### src/rtl/seq_pkg.sv
package seq_pkg;

    // Action taken by the state counter at the next clock edge
    typedef enum logic [1:0] {
        ACT_HOLD = 2'd0,
        ACT_STEP = 2'd1,
        ACT_JUMP = 2'd2
    } act_e;

    function automatic int unsigned sel_width(input int unsigned n_cond);
        return (n_cond > 1) ? $clog2(n_cond) : 1;
    endfunction

endpackage

### src/rtl/seq_store.sv
module seq_store #(
    parameter int unsigned ADDR_W = 4,
    parameter int unsigned WORD_W = 11,
    parameter int unsigned DEPTH  = 1 << ADDR_W,
    parameter logic [DEPTH*WORD_W-1:0] INIT = '0
) (
    input  logic              clk,
    input  logic              we,
    input  logic [ADDR_W-1:0] waddr,
    input  logic [WORD_W-1:0] wdata,
    input  logic [ADDR_W-1:0] raddr,
    output logic [WORD_W-1:0] rdata
);
    logic [WORD_W-1:0] mem [DEPTH];

    // Elaboration-time image
    initial begin
        for (int i = 0; i < DEPTH; i++) begin
            mem[i] = INIT[i*WORD_W +: WORD_W];
        end
    end

    always_ff @(posedge clk) begin
        if (we) begin
            mem[waddr] <= wdata;
        end
    end

    assign rdata = mem[raddr];
endmodule

### src/rtl/seq_decode.sv
module seq_decode
    import seq_pkg::*;
#(
    parameter int unsigned ADDR_W = 4,
    parameter int unsigned COND_N = 4,
    parameter int unsigned OUT_W  = 4,
    parameter int unsigned SEL_W  = sel_width(COND_N),
    parameter int unsigned WORD_W = 1 + ADDR_W + SEL_W + OUT_W
) (
    input  logic [WORD_W-1:0] word,
    input  logic [COND_N-1:0] cond_in,
    output logic [OUT_W-1:0]  outs,
    output logic [ADDR_W-1:0] jaddr,
    output act_e              act
);
    localparam int unsigned SEL_LO  = OUT_W;
    localparam int unsigned JMP_LO  = OUT_W + SEL_W;
    localparam int unsigned FLAG_BT = WORD_W - 1;

    logic [SEL_W-1:0] sel;
    logic             flag;
    logic             hit;

    assign outs  = word[OUT_W-1:0];
    assign sel   = word[SEL_LO +: SEL_W];
    assign jaddr = word[JMP_LO +: ADDR_W];
    assign flag  = word[FLAG_BT];

    // Condition multiplexer; a selector beyond the last input reads as false
    always_comb begin
        hit = 1'b0;
        for (int i = 0; i < COND_N; i++) begin
            if (32'(sel) == i) begin
                hit = cond_in[i];
            end
        end
    end

    always_comb begin
        unique case ({hit, flag})
            2'b10:   act = ACT_STEP;
            2'b11:   act = ACT_JUMP;
            default: act = ACT_HOLD;
        endcase
    end
endmodule

### src/rtl/seq_nextaddr.sv
module seq_nextaddr
    import seq_pkg::*;
#(
    parameter int unsigned ADDR_W = 4
) (
    input  act_e              act,
    input  logic [ADDR_W-1:0] cur,
    input  logic [ADDR_W-1:0] jaddr,
    output logic [ADDR_W-1:0] nxt
);
    always_comb begin
        unique case (act)
            ACT_STEP: nxt = cur + 1'b1;   // wraps naturally at the top
            ACT_JUMP: nxt = jaddr;
            default:  nxt = cur;
        endcase
    end
endmodule

### src/rtl/rom_seq.sv
module rom_seq
    import seq_pkg::*;
#(
    parameter int unsigned ADDR_W = 4,
    parameter int unsigned COND_N = 4,
    parameter int unsigned OUT_W  = 4,
    parameter int unsigned SEL_W  = sel_width(COND_N),
    parameter int unsigned WORD_W = 1 + ADDR_W + SEL_W + OUT_W,
    parameter int unsigned DEPTH  = 1 << ADDR_W,
    parameter logic [DEPTH*WORD_W-1:0] INIT = '0
) (
    input  logic              clk,
    input  logic              rst,
    input  logic [COND_N-1:0] cond_in,
    input  logic              ld_en,
    input  logic [ADDR_W-1:0] ld_addr,
    input  logic [WORD_W-1:0] ld_data,
    output logic [ADDR_W-1:0] state_o,
    output logic [OUT_W-1:0]  out_o
);
    logic [ADDR_W-1:0] state_q;
    logic [ADDR_W-1:0] state_d;
    logic [ADDR_W-1:0] jaddr;
    logic [WORD_W-1:0] cur_word;
    logic [OUT_W-1:0]  outs;
    act_e              act;

    seq_store #(
        .ADDR_W (ADDR_W),
        .WORD_W (WORD_W),
        .DEPTH  (DEPTH),
        .INIT   (INIT)
    ) u_store (
        .clk   (clk),
        .we    (rst & ld_en),
        .waddr (ld_addr),
        .wdata (ld_data),
        .raddr (state_q),
        .rdata (cur_word)
    );

    seq_decode #(
        .ADDR_W (ADDR_W),
        .COND_N (COND_N),
        .OUT_W  (OUT_W),
        .SEL_W  (SEL_W),
        .WORD_W (WORD_W)
    ) u_decode (
        .word    (cur_word),
        .cond_in (cond_in),
        .outs    (outs),
        .jaddr   (jaddr),
        .act     (act)
    );

    seq_nextaddr #(
        .ADDR_W (ADDR_W)
    ) u_next (
        .act   (act),
        .cur   (state_q),
        .jaddr (jaddr),
        .nxt   (state_d)
    );

    // State register process
    always_ff @(posedge clk) begin
        if (rst) begin
            state_q <= '0;
        end else begin
            state_q <= state_d;
        end
    end

    // Output process (Moore: current word only)
    always_comb begin
        state_o = state_q;
        out_o   = outs;
    end
endmodule

### config.mk
export PLATFORM = sky130hd
export DESIGN_NAME = rom_seq
export DESIGN_NICKNAME = d
export VERILOG_FILES = /design/src/rtl/seq_pkg.sv /design/src/rtl/seq_store.sv /design/src/rtl/seq_decode.sv /design/src/rtl/seq_nextaddr.sv /design/src/rtl/rom_seq.sv
export SDC_FILE = /design/constraint.sdc
export NUM_CORES = 1
export LEC_CHECK = 0
export BUFFER_PORTS_ARGS = -buffer_cell sky130_fd_sc_hd__clkbuf_2
export CAP_MARGIN = 20
export CORE_MARGIN = 2
export CORE_UTILIZATION = 29
export CTS_CLUSTER_SIZE = 30
export DETAILED_ROUTE_END_ITERATION = 10
export RECOVER_POWER = 50
export SYNTH_ARGS = -nofsm -noshare
export SYNTH_HDL_FRONTEND = slang
export SYNTH_SLANG_ARGS = --single-unit
### constraint.sdc
create_clock -name clk -period 2.98 [get_ports clk]
set_input_delay 0.596 -clock clk [delete_from_list [all_inputs] [get_ports clk]]
set_output_delay 0.596 -clock clk [all_outputs]
set_load 0.01 [all_outputs]
# Word level (Yosys, flattened, before mapping)
# Memory sizes are Yosys's and may differ from the RTL's. A register that Yosys moved wholly into a read port is not among the register bits.
# Index checks and enable logic that the tools add are counted.
[totals]
ff_bits = 4
memories = 1
ramBits = 176
output_inout_bits = 8
elab_cells = 23
[op_classes]
reduce_logical = 2
bitwise_logic = 1
add_sub_neg = 1
n_mux = 10
eq_ne = 7
[memory_table]
columns = ["memory", "words", "width", "rd", "rd_ports_with_merged_regs", "write_ports", "line_no", "source"]
rows = [
  ["u_store.mem", 16, 11, 1, 1, 1, "seq_store.sv:14", "logic [WORD_W-1:0] mem [DEPTH];"],
]
[ops]
columns = ["cell", "n"]
rows = [
  ["$eq A2 B2 Y1 const B", 5],
  ["$mux W4", 2],
  ["$pmux W4 S2", 1],
  ["$mux W1", 6],
  ["$add A4 B1 Y4 const B", 1],
  ["$eq A2 B1 Y1 const B", 2],
  ["$pmux W2 S2", 1],
  ["$logic_not A2 Y1", 1],
  ["$reduce_bool A2 Y1", 1],
  ["$and A1 B1 Y1", 1],
]

# Depth between registers and ports, before layout
# Gate-level depths: netlist of run 1.
[depth]
word_depth = 11
mapped_depth = 8
ltp_nobuf = 7

# Modules after synthesis
# Synthesis of run 1 repeated with hierarchy kept, for this count alone.
[unflattened]
cells_unflattened = 337
hier_area_um2 = 7186.9
[modules_own_cells]
columns = ["module", "cells_each", "n_inst", "area_per_inst_um2", "seq_area_each_um2"]
rows = [
  ["seq_store", 294, 1, 6819.0, 5285.1],
  ["seq_nextaddr", 23, 1, 161.4, 0.0],
  ["rom_seq", 9, 1, 111.4, 80.1],
  ["seq_decode", 11, 1, 95.1, 0.0],
]

# Least setup slack after synthesis of run 1
# Ideal clock, no wire load.
[synth_path]
kind = "register to output"
from = "register (tool-made name)"
to = "output port out_o[0]"
setup_slack_ns = 0.431
arrival_ns = 1.953
path_stages_with_launch = 6
path_cell_list = "dfxtp_1 > buf_2 > buf_2 > buf_1 > mux4_2 > mux4_2"
[synth_rtl]
columns = ["element", "line_no", "source"]
rows = [
  ["end, declared", "rom_seq.sv:19", "output logic [OUT_W-1:0] out_o"],
]

==> results of run 1 <==
layout make-up:
type                            instances  share of cell area [%]
Multi-Input combinational cell        160                    22.1
Sequential cell                       184                    62.6
Timing Repair Buffer                   56                    3.79
Clock inverter                          9                    1.02
Clock buffer                           23                    5.60
Tap cell                              330                    4.74
Inverter                                2                  0.0862
worst max-delay path: cells and delay by family, from the launching register on:
kind / cells / cell delay, ps
buffers and inverters: 2 / 400
DFF: 1 / 410
muxes: 2 / 1020
sequential cells by signal (all words and copies together), names as in the netlist, named ones only:
register	count
u_store.mem	176
state_o	4
metal layers:
layer	track usage [%]	wire length, um	vias to the layer above
met4	4.27	244	0
met3	2.16	481	18
met1	17.5	7690	2001
met2	21.5	8220	88
met5	0	0	-
li1	-	-	1637
worst paths after layout:
kind	from	to	slack (ps)	depth (start not counted)
worst max-delay path	flop	out_o[1]	110	4
worst min-delay path	ld_data[3]	u_store.mem[13][3]	660	1
worst max register to register	flop	flop	390	7
worst min register to register	state_o[3]	flop	680	2
report_power, final:
part           leakage (nW)  internal [W]  total (W)  switching [W]
sequential             1.65       0.00289    0.00299      0.0000930
combinational         0.821      0.000579    0.00110       0.000522
clock                 0.276       0.00124    0.00214       0.000893
total                  2.75       0.00472    0.00622        0.00151
cells by family (layout without fill, tap and decap cells):
family	Yosys count	count (layout)	synth area share, %
flops	184	184	72.9
buf+inv	18	90	1.52
fa+ha+maj	1	1	0.167
mux	83	83	19.8
xor+xnor	2	2	0.234
compound gates	20	20	1.76
simple gates	54	54	3.68
layout by cell type (no fill, tap or decap), types with 2 or more instances in the layout:
master / instances
clkinv_2: 2
clkinvlp_4: 3
mux4_1: 10
mux2i_1: 17
inv_1: 2
nor4_1: 2
clkbuf_16: 17
a22oi_1: 4
a21oi_1: 7
dfxtp_4: 2
clkbuf_1: 18
dfxtp_1: 5
nor2_1: 17
and4_1: 4
nand2b_1: 2
mux4_2: 36
mux2_1: 11
buf_4: 22
clkbuf_8: 4
edfxtp_1: 176
nor2b_1: 5
xor2_1: 2
mux2_2: 6
nor3_1: 5
inv_6: 2
mux2i_2: 2
and2_1: 2
nor3_2: 3
clkbuf_2: 17
a221oi_1: 2
o21ai_0: 4
nand2_1: 9
per-stage QoR:
step	area, sq um	setup WS (ps)	util, %
finish	8710	114	34.5
global route	8710	24.8	34.5
CTS	8740	22.7	34.6
detailed placement	8160	410	32.3
global placement	8160	410	32.3
floorplan	7470	431	-
timing repair:
item	in CTS	in global routing
resized for setup	1	1
buffers inserted	0	0
setup endpoints to repair	2	4
==> metrics, run 1 <==
syn_nets about 390; worst setup path category reg2out; Die Ht about 160 um; Initial Util between 20% and 30%; Die Wd about 160 um; Synth async-reset ratio 0%; status completed; fin. max-slew vios 0; first-pass GRT wire length 24.7 mm; num ports 30; maximum vdd drop 0.000471 V; total CTS buffers 17; Warnings, synthesis 0; FF/Latch Area approximately 0.0055 sq mm; share of post-route cells with drive strength above 1 between 20% and 30%; drt total wl about 17 mm; setup violators final 0; Via density between 4 and 5; hold slack around 660 ps; Total Nets Final between 400 and 500; top cells by count, synth edfxtp_1, mux4_2, mux2i_1, nor2_1, mux2_1; Routability Congestion between 0.7 and 0.8; largest net degree at the start of global routing 29; Crit-path slowest cell mux4_2; P_leak ~2.7 nW; # fillers roughly 2400; CP endpoint kind output pin; DRC 0; RSZ-0062 raised after global routing false; clk_lat worst skew 430 ps; GRT Residual Overflow 0; PortBufs 29; Rel. slew slack roughly 25%; synthesized cell area ~0.0075 sq mm; largest cells by area after synthesis edfxtp_1, mux4_2, mux4_1; CP dominant cell by count mux4_2; P&R area growth vs syn 16.6%; CTS tree done; worst hold path class in2reg; post-synth cell types 38; CP required about 2400 ps; syn_area_per_cell between 20 and 25 sq um; total number of vias between 3000 and 4000; Critical Path AT 2270 ps; PwrDens 714 mW/mm^2; clock skew around 7.1 ps; initial antenna violation count 0; total power draw 0.00622 W; hold_buf cts 0; final hold vios 0; Routed WL per cell approximately 22 um; Total GRT Usage approximately 13%; placed insts 732; ratio of final minimum period to clock period between 90% and 100%; Setup crit start kind flop; multi-input logic area approximately 0.0019 sq mm; leading area contributor after synthesis edfxtp_1; register area share after synthesis between 70 and 80%; number of synthesized flops with an enable pin roughly 180; crit-path max FO 28; clock sink count 184; Post-Layout Cell Count 764; share of the synthesized area in the top cell type between 70% and 80%; Root Buffer clkbuf_16; Primary FF master, synth edfxtp_1; count leader, synth edfxtp_1; vias in the first global route just under 4000; Max Freq 349 MHz; antenna-violating nets left 0; Worst Tran Pin Value around 1100 ps; TritonRoute pass-1 iters 4; largest stage delay on the critical path around 540 ps; flops & latches, synth roughly 180; Tmin final 2870 ps; clk buf depth 2; initial drt markers ~320; ANT cells 0; setup tns final 0 ps; critical path cell sequence buf_12 -> mux4_2 -> mux4_2 -> clkbuf_2; die area around 0.027 sq mm; post-DP HPWL between 10 and 15 mm; Post-Synthesis Cells 362; CORE AREA 0.0253 sq mm; number of max-cap violations 0; H-tree depth 4; FP Rows between 50 and 60; clock-pin slew of the registers on the worst-case setup and hold paths 70 ps
No activity file was read; power rests on OpenSTA's default activity.
==> run 2: changes to the inputs <==
--- a/config.mk
+++ b/config.mk
@@ -8,10 +8,11 @@
 export BUFFER_PORTS_ARGS = -buffer_cell sky130_fd_sc_hd__clkbuf_2
 export CAP_MARGIN = 20
 export CORE_MARGIN = 2
-export CORE_UTILIZATION = 29
+export CORE_UTILIZATION = 32
 export CTS_CLUSTER_SIZE = 30
 export DETAILED_ROUTE_END_ITERATION = 10
 export RECOVER_POWER = 50
+export SLEW_MARGIN = 20
 export SYNTH_ARGS = -nofsm -noshare
 export SYNTH_HDL_FRONTEND = slang
 export SYNTH_SLANG_ARGS = --single-unit
==> metrics, run 2 (synthesis gave the netlist of run 1 again) <==
Switch Pwr 0.00164 W (was 0.00151 W); vias in the first global route 3934 (was 3917); RSZ-0062 raised after global routing false (unchanged); total power draw 0.00660 W (was 0.00622 W); CP required 2380 ps (about the same); worst r2r dst state_o[1]; setup slack, reg-to-reg 420 ps (was 390 ps); crit-path max FO 10 (was 28); Rel. slew slack 55.0% (was 25.1%); post-DP HPWL 10.9 mm (was 10.2 mm); CTS tree done (unchanged); placed cell areas 0.00824 sq mm (was 0.00816 sq mm); CORE AREA 0.0228 sq mm (was 0.0253 sq mm); most frequent cells in the layout edfxtp_1, buf_4, mux4_2 (was edfxtp_1, mux4_2, buf_4); Power Internal 0.00496 W (was 0.00472 W); sequential power share 45.1% (was 48.0%); Reg2Reg Depth 9 (was 7); maximum vdd drop 0.000428 V (was 0.000471 V); clk buf depth 2 (unchanged); share of post-route cells with drive strength above 1 31.9% (was 28.1%); Util after Layout 39.2% (was 34.5%); worst hold path class in2reg (unchanged); PwrDens 739 mW/mm^2 (was 714 mW/mm^2); P&R area growth vs syn 19.4% (was 16.6%); clock skew 7.88 ps (was 7.14 ps); Root Buffer clkbuf_16 (unchanged); ANT cells 0 (unchanged); number of max-cap violations 0 (unchanged); initial drt markers 310 (was 324); largest net degree at the start of global routing 39 (was 29); Tmin final 2850 ps (was 2870 ps); Via density 4.94 (was 4.90); Routed WL per cell 22.0 um (was 21.8 um); hold path cells 1 (unchanged); Routability Congestion 0.744 (was 0.756); Setup crit start kind flop (unchanged); Die Wd 157 um (was 165 um); clock-pin slew of the registers on the worst-case setup and hold paths 70 ps (about the same); total CTS buffers 17 (unchanged); final hold vios 0 (unchanged); Final Cell Area 0.00892 sq mm (was 0.00871 sq mm); PortBufs 29 (unchanged); WHS Endpoint u_store.mem[0][4] (was u_store.mem[13][3]); num ports 30 (unchanged); die area 0.0246 sq mm (was 0.0271 sq mm); TritonRoute pass-1 iters 4 (unchanged); setup tns final 0 ps (unchanged); antenna-violating nets left 0 (unchanged); drt total wl 16.8 mm (was 16.6 mm); Die Ht 157 um (was 165 um); Total Nets Final 462 (was 444); Total GRT Usage 14.4% (was 13.0%); FP Rows 55 (was 58); ratio of final minimum period to clock period 95.6% (was 96.2%); sw frac 24.9% (was 24.2%); setup violators final 0 (unchanged); Hold Path Origin ld_data[4] (was ld_data[3]); max reg flops 176 (unchanged); fin. max-slew vios 0 (unchanged); P_leak 2.90 nW (was 2.75 nW); commonest non-fill, non-tap cell in the layout edfxtp_1 (unchanged); total number of vias 3778 (was 3744); Critical Path AT 2250 ps (was 2270 ps); Max Freq 351 MHz (was 349 MHz); clk_lat worst skew 430 ps (about the same); Worst Tran Pin Value 675 ps (was 1120 ps); Clock Power Share 37.3% (was 34.3%); GRT Residual Overflow 0 (unchanged); CP endpoint kind output pin (unchanged); Comb pwr share 17.7% (about the same); worst setup path category reg2out (unchanged); initial antenna violation count 1 (was 0); Most flops, register u_store.mem (unchanged); Initial Util 32.8% (was 29.6%); DRC 0 (unchanged); clock sink count 184 (unchanged); H-tree depth 4 (unchanged); first-pass GRT wire length 24.9 mm (was 24.7 mm); status completed (unchanged)
run 2: changes by cell type in the layout (fill, tap and decap cells not counted), moves of 3 or more:
| cell | previous run | this run |
|---|---|---|
| inv_8 | 0 | 4 |
| buf_4 | 22 | 41 |
| bufinv_16 | 1 | 4 |
| clkbuf_1 | 18 | 14 |
| clkbuf_8 | 4 | 0 |
run 2: per-layer routing:
| metal | track usage, % | up-vias | part of all wire [%] |
|---|---|---|---|
| li1 | - | 1665 | - |
| met1 | 19.0 | 1986 | 44 |
| met2 | 23.1 | 110 | 49 |
| met3 | 4.35 | 15 | 5.5 |
| met4 | 3.98 | 2 | 1.2 |
| met5 | 0 | - | 0.071 |
run 2: critical path, cell delays in order (launching register included):
cell and delay [ps]:
dfxtp_4 440, buf_4 240, mux4_2 510, mux4_2 480, clkbuf_2 140
run 2: layout make-up:
cell class | count | area (sq um)
multi-input cells | 160 | 1930
flip-flops and latches | 184 | 5450
repair buffers | 74 | 485
fillers | 2053 | 13900
clock buffers | 17 | 425
inverters | 2 | 7.51
well taps | 313 | 392
clock inverters | 15 | 233
run 2: how the worst max path moves through the flow:
stage | start | endpoint | slack, ps | cells past startpoint
final | flop | out_o[1] | 130 | 4
after global routing | flop | out_o[1] | 30 | 4
after CTS | flop | out_o[1] | 5 | 4
after detailed placement | flop | state_o[1] | 330 | 8
after global placement | flop | flop | 370 | 8
after floorplan | flop | out_o[0] | 430 | 5
run 2: power groups by stage:
stage	clock [W]	sequential (W)	combinational, W
final	0.00246	0.00297	0.00116
after global routing	0.00261	0.00298	0.00125
after CTS	0.00250	0.00299	0.00114
after detailed placement	0	0.00304	0.00113
after global placement	0	0.00303	0.00111
after floorplan	0	0.00297	0.000865
run 2: per-stage QoR:
step	setup WS (ps)	hold slack (ps)	instances
after floorplan	431	695	362
after CTS	5.22	559	758
after global placement	374	687	726
final	131	651	765
after detailed placement	328	727	726
after global routing	31.4	682	765
run 2: timing repair:
| action | 4_1_cts | 5_1_grt |
|---|---|---|
| endpoints found under the setup margin | 4 | 3 |
| buffers inserted | 0 | 7 |
| resized for setup | 1 | 0 |
| hold buffers | 0 | 0 |
